### config.mk
export PLATFORM = sky130hd
export DESIGN_NAME = bus_cycle_ctrl
export DESIGN_NICKNAME = d
export VERILOG_FILES = /design/src/rtl/bus_cyc_pkg.sv /design/src/rtl/bus_seq_fsm.sv /design/src/rtl/bus_addr_reg.sv /design/src/rtl/bus_cycle_ctrl.sv
export SDC_FILE = /design/constraint.sdc
export NUM_CORES = 1
export LEC_CHECK = 0
export CAP_MARGIN = 20
export CORE_ASPECT_RATIO = 1.2
export CORE_MARGIN = 1
export CORE_UTILIZATION = 51
export CTS_BUF_LIST = sky130_fd_sc_hd__clkbuf_8
export DETAILED_ROUTE_END_ITERATION = 6
export PLACE_DENSITY = 0.83
export SETUP_SLACK_MARGIN = 0.3
export SLEW_MARGIN = 25
export SYNTH_ARGS = -nofsm -noshare
export SYNTH_HDL_FRONTEND = slang
export SYNTH_SLANG_ARGS = --single-unit
### constraint.sdc
create_clock -name clk_i -period 2.3 [get_ports clk_i]
set_input_delay 0.46 -clock clk_i [delete_from_list [all_inputs] [get_ports clk_i]]
set_output_delay 0.46 -clock clk_i [all_outputs]
set_load 0.005 [all_outputs]
### src/rtl/bus_cyc_pkg.sv
package bus_cyc_pkg;
  typedef enum logic [2:0] {
    ST_IDLE    = 3'd0,
    ST_ADDR    = 3'd1,
    ST_DATA    = 3'd2,
    ST_DATA_NA = 3'd3,
    ST_PADDR   = 3'd4,
    ST_PWAIT   = 3'd5,
    ST_HOLD    = 3'd6
  } bus_st_e;
endpackage

### src/rtl/bus_seq_fsm.sv
module bus_seq_fsm
  import bus_cyc_pkg::*;
(
  input  logic    clk_i,
  input  logic    rst_ni,
  input  logic    req_i,
  input  logic    rdy_i,
  input  logic    na_i,
  input  logic    hold_i,
  output bus_st_e st_o,
  output logic    issue_o,
  output logic    done_o
);
  bus_st_e st_q, st_d;
  logic    go_req;

  assign go_req = req_i && !hold_i;

  always_comb begin
    st_d    = st_q;
    issue_o = 1'b0;
    done_o  = 1'b0;
    unique case (st_q)
      ST_IDLE, ST_HOLD: begin
        if (hold_i) st_d = ST_HOLD;
        else if (req_i) begin
          st_d    = ST_ADDR;
          issue_o = 1'b1;
        end else st_d = ST_IDLE;
      end
      ST_ADDR: st_d = ST_DATA;
      ST_DATA, ST_DATA_NA: begin
        if (rdy_i) begin
          done_o = 1'b1;
          if (hold_i) st_d = ST_HOLD;
          else if (req_i) begin
            st_d    = ST_ADDR;
            issue_o = 1'b1;
          end else st_d = ST_IDLE;
        end else if (st_q == ST_DATA_NA || na_i) begin
          // next address granted: issue now or remember the grant
          if (go_req) begin
            st_d    = ST_PADDR;
            issue_o = 1'b1;
          end else st_d = ST_DATA_NA;
        end
      end
      ST_PADDR, ST_PWAIT: begin
        if (rdy_i) begin
          done_o = 1'b1;
          if (na_i && go_req) begin
            st_d    = ST_PADDR;
            issue_o = 1'b1;
          end else st_d = ST_DATA;
        end else st_d = ST_PWAIT;
      end
      default: st_d = ST_IDLE;
    endcase
  end

  always_ff @(posedge clk_i or negedge rst_ni) begin
    if (!rst_ni) st_q <= ST_IDLE;
    else         st_q <= st_d;
  end

  assign st_o = st_q;
endmodule

### src/rtl/bus_addr_reg.sv
module bus_addr_reg #(
  parameter int W = 27
) (
  input  logic         clk_i,
  input  logic         rst_ni,
  input  logic         ld_i,
  input  logic [W-1:0] d_i,
  output logic [W-1:0] q_o
);
  always_ff @(posedge clk_i or negedge rst_ni) begin
    if (!rst_ni)   q_o <= '0;
    else if (ld_i) q_o <= d_i;
  end
endmodule

### src/rtl/bus_cycle_ctrl.sv
module bus_cycle_ctrl
  import bus_cyc_pkg::*;
#(
  parameter int AW = 24,
  parameter int DW = 3
) (
  input  logic          clk_i,
  input  logic          rst_ni,
  input  logic          req_i,
  input  logic [AW-1:0] req_addr_i,
  input  logic [DW-1:0] req_def_i,
  output logic          req_ack_o,
  output logic          cyc_done_o,
  input  logic          ready_ni,
  input  logic          na_ni,
  input  logic          hold_i,
  output logic          ads_no,
  output logic [AW-1:0] addr_o,
  output logic [DW-1:0] def_o,
  output logic          hlda_o
);
  localparam int LW = AW + DW;

  bus_st_e       st;
  logic          issue;
  logic [LW-1:0] lat_q;

  bus_seq_fsm u_fsm (
    .clk_i  (clk_i),
    .rst_ni (rst_ni),
    .req_i  (req_i),
    .rdy_i  (!ready_ni),
    .na_i   (!na_ni),
    .hold_i (hold_i),
    .st_o   (st),
    .issue_o(issue),
    .done_o (cyc_done_o)
  );

  bus_addr_reg #(.W(LW)) u_lat (
    .clk_i (clk_i),
    .rst_ni(rst_ni),
    .ld_i  (issue),
    .d_i   ({req_def_i, req_addr_i}),
    .q_o   (lat_q)
  );

  assign req_ack_o = issue;
  assign ads_no    = !(st == ST_ADDR || st == ST_PADDR);
  assign hlda_o    = (st == ST_HOLD);
  assign addr_o    = lat_q[AW-1:0];
  assign def_o     = lat_q[LW-1:AW];
endmodule

==> results.rst <==
.. list-table::
   :header-rows: 1

   * - Metric
     - Value
   * - Result of the run
     - finished clean
   * - Clock Sink Count
     - 30
   * - Number of fillers in the final layout
     - around 360
   * - Most frequent cell after synthesis
     - dfrtp_1
   * - Clock slew at the register clock pins of the worst setup and hold paths
     - ~70 ps
   * - Fraction of the yosys area taken by sequential cells
     - between 30% and 40%
   * - Post-synth top cells
     - dfrtp_1, inv_1, a31oi_1
   * - Nature of the critical path endpoint
     - output pin
   * - Actual slew at the worst max-slew pin
     - 612 ps
   * - Total Wirelength
     - 7270 um
   * - Standard cell area after detailed placement
     - about 3200 um2
   * - Clock tree skew after final layout
     - 4.78 ps
   * - End-of-flow core utilization
     - 72.9%
   * - Critical path's slowest cell
     - dfrtp_2
   * - Post-layout power
     - 3860 uW
   * - Top Ports
     - 64
   * - Power Density
     - about 1100 nW/um2
   * - Wire length of the first global-routing pass
     - between 10000 and 15000 um
   * - Total negative slack for setup checks
     - 0 ps
   * - Max Fanout on Critical Path
     - 4
   * - Max-slew headroom
     - 59.2%
   * - Post-Place Cells
     - approximately 380
   * - Number of flops mapped to enable cells by yosys
     - 0
   * - Clock root cell
     - clkbuf_8
   * - Maximum single-stage delay on the critical path
     - 460 ps
   * - Main flop type after synthesis
     - dfrtp_1
   * - Cell types with the largest area share after synthesis
     - dfrtp_1, o311ai_1, o32ai_1
   * - Maximum number of pins on one net before global-route repair
     - 55
   * - Capturing point of the worst reg2reg path
     - u_fsm.st_o[2]$_DFFE_PN0P_
   * - Count of input and output buffers
     - 63
   * - Yosys warnings
     - 0
   * - Drt first pass iters
     - 5
   * - Number of H-tree branching levels
     - 2
   * - Post-Syn Instances
     - ~270
   * - Number of violations reported at the end of detailed-routing iteration 0
     - ~260
   * - Final ANT Viol Nets
     - 0
   * - Biggest area consumer among synthesized cells
     - dfrtp_1
   * - Flop and latch count out of synthesis
     - 30
   * - Max Clk Rate
     - roughly 470 MHz
   * - Area Growth Syn to Fin
     - 36.5%
   * - Placement Rows
     - 27
   * - Number of nets in the layout
     - 367
   * - Initial core utilization
     - a little over half
   * - Proportion of synthesized flip-flops having asynchronous set or reset
     - 100%
   * - Vias
     - 2615
   * - Detailed-route wire length on metal 1
     - 3010 um
   * - Critical Path Start
     - u_fsm.st_o[1]$_DFFE_PN0P_
   * - Detailed route wirelength on metal2
     - 3620 um
   * - Non-Filler Cell Area, Final
     - 3370 um2
   * - Post-DR vias/cell
     - 6.69
   * - Number of failing hold endpoints at the final stage
     - 0
   * - CTS tree
     - done
   * - Total DRC errors in the routed layout
     - 0
   * - DP Wirelength
     - around 4300 um
   * - Netlist area before placement
     - ~2500 um2
   * - Share of layout cells above drive strength 1
     - around 16%
   * - Overflow left after global routing
     - 0
   * - Number of antenna diodes
     - 0
   * - Number of buffers between clock root and the deepest sink
     - 2
   * - Via count of the first global-routing pass
     - roughly 2.5k
   * - Setup slack, reg-to-reg
     - between 300 and 400 ps
   * - Top layer used by detailed routing
     - met4
   * - Cells on worst reg2reg path
     - 8
   * - Global Route Usage Sum
     - 30.0%
   * - Total die area
     - 5130 um2
   * - Count of final setup violators
     - 0
   * - Post-route non-filler standard cell count
     - roughly 390
   * - Fraction of post-synthesis cell area in the top cell type by area
     - 30.4%
   * - Weighted congestion reported at the end of routability-driven placement
     - 0.851
   * - Post-Syn Nets
     - roughly 300
   * - CP Launch Type
     - register
   * - Max capacitance violation total
     - 0
   * - Floorplan die height
     - approximately 78 um
   * - Tmin final
     - 2130 ps
   * - Count of unique library cells instantiated by Yosys
     - 41
   * - Number of antenna violations at the first check in global routing
     - 0
   * - Leakage Power
     - 0.00134 uW
   * - Worst Setup EP
     - req_ack_o
   * - Number of buffers created by CTS
     - 5
   * - Wire length per cell after detailed routing
     - 18.6 um
   * - Worst path arrival time
     - 1670 ps
   * - RSZ-0062 raised after global routing
     - true
   * - R2R Path Start
     - u_fsm.st_o[1]$_DFFE_PN0P_
   * - Mean Syn Cell Area
     - 9.29 um2
   * - Source-to-sink clock delay at the later pin of the worst-skew pair
     - 290 ps
   * - Die Wd
     - between 60 and 70 um
   * - Final period util
     - slightly above 90%
   * - Met3 Routed Length
     - ~540 um
   * - List of cells traversed by the critical path
     - buf_6 -> buf_4 -> xor2_2 -> or2_1 -> a21boi_2 -> buf_2
   * - Maximum vdd ir drop
     - 0.000562 V
   * - Classification of the worst-slack hold path
     - reg -> reg
   * - Max Transition Viols Final
     - 0
   * - Type of the setup path with the least slack
     - reg -> out
   * - Floorplan Core Area
     - ~4600 um2
   * - Worst Path Required
     - 1840 ps
==> stage by stage <==
stage          hold WS [ps]  setup slack [ps]
2_1_floorplan           164               317
3_3_place_gp            517              -252
3_5_place_dp            536              -249
4_1_cts                 554              91.2
5_1_grt                 586              78.6
6_report                549               170
==> critical path, delay by kind of cell, from the launching register on <==
| kind | cells | cell delay, ps |
|---|---|---|
| xor+xnor | 1 | 140 |
| buf+inv | 3 | 400 |
| compound gates | 1 | 140 |
| flops | 1 | 460 |
| simple gates | 1 | 250 |
==> power by group <==
part           internal [uW]  total, uW  switching [uW]
clock network            237        456             219
registers                708        861             154
logic                   1180       2550            1360
==> cell families (layout without fill, tap and decap cells) <==
kind of cell             after synthesis  after routing  share of synthesized area, %
XOR/XNOR                               2              2                          1.01
AND/OR/NAND/NOR                       72             73                          22.7
buffers and inverters                 62            128                          12.9
flip-flops                            30             30                          30.4
AO/OA/AOI/OAI                         97             97                          31.6
adder cells (fa/ha/maj)                2              2                          1.01
multiplexers                           1              1                         0.405
==> what timing repair did <==
item / in CTS / in global routing
resized for setup: 7 / 19
gates cloned: 0 / 2
pin swaps: 2 / 4
endpoints found under the setup margin: 31 / 32
endpoints found under the hold margin: 0 / 0
setup buffers: 1 / 2
hold buffers: 0 / 0
==> cell type report <==
class | instances | area (um2) | share of cell area [%]
timing repair buffer | 90 | 893 | 26.5
clock inverter | 2 | 8.76 | 0.260
tap | 58 | 72.6 | 2.15
multi-input combinational | 175 | 1450 | 42.9
inverter | 30 | 115 | 3.41
sequential | 30 | 753 | 22.3
clock buffer | 6 | 82.6 | 2.45
==> registers in the layout, summed over array words and instances, names as in the netlist <==
signal,count
u_fsm.st_o,3
u_lat.q_o,27
==> layout by cell type, fill, tap and decap left out, types with 2 or more instances in the layout <==
| master | netlist | final |
|---|---|---|
| o22ai_1 | 2 | 2 |
| buf_4 | 2 | 21 |
| buf_12 | 0 | 2 |
| o311ai_1 | 27 | 27 |
| nor2_1 | 4 | 3 |
| dfrtp_2 | 0 | 2 |
| nand2_1 | 3 | 3 |
| a31oi_1 | 28 | 28 |
| inv_1 | 29 | 28 |
| clkbuf_8 | 0 | 7 |
| dfrtp_1 | 30 | 28 |
| nand3b_1 | 27 | 27 |
| clkdlybuf4s50_1 | 0 | 57 |
| dlymetal6s2s_1 | 0 | 4 |
| ha_4 | 0 | 2 |
| o21ai_0 | 2 | 2 |
| or3b_1 | 27 | 27 |
| inv_2 | 1 | 2 |
| o32ai_1 | 27 | 27 |
| buf_6 | 8 | 2 |
==> how the worst min path moves through the flow <==
stage                              start                        end  slack [ps]  cells after the start
2_1_floorplan                     rst_ni  u_fsm.st_o[0]$_DFFE_PN0P_         160                      0
3_3_place_gp   u_lat.q_o[13]$_DFFE_PN0P_  u_lat.q_o[13]$_DFFE_PN0P_         520                      2
3_5_place_dp    u_lat.q_o[5]$_DFFE_PN0P_   u_lat.q_o[5]$_DFFE_PN0P_         540                      2
4_1_cts        u_lat.q_o[18]$_DFFE_PN0P_  u_lat.q_o[18]$_DFFE_PN0P_         550                      2
5_1_grt        u_lat.q_o[21]$_DFFE_PN0P_  u_lat.q_o[21]$_DFFE_PN0P_         590                      2
6_report       u_lat.q_o[18]$_DFFE_PN0P_  u_lat.q_o[18]$_DFFE_PN0P_         550                      2
==> layer usage <==
| metal | GRT usage, % | up-vias |
|---|---|---|
| met5 | 0 | - |
| met4 | 10.2 | 0 |
| met3 | 4.36 | 11 |
| met2 | 49.2 | 139 |
| met1 | 39.9 | 1259 |
| li1 | - | 1206 |
Power figures use the tool's default switching activity.
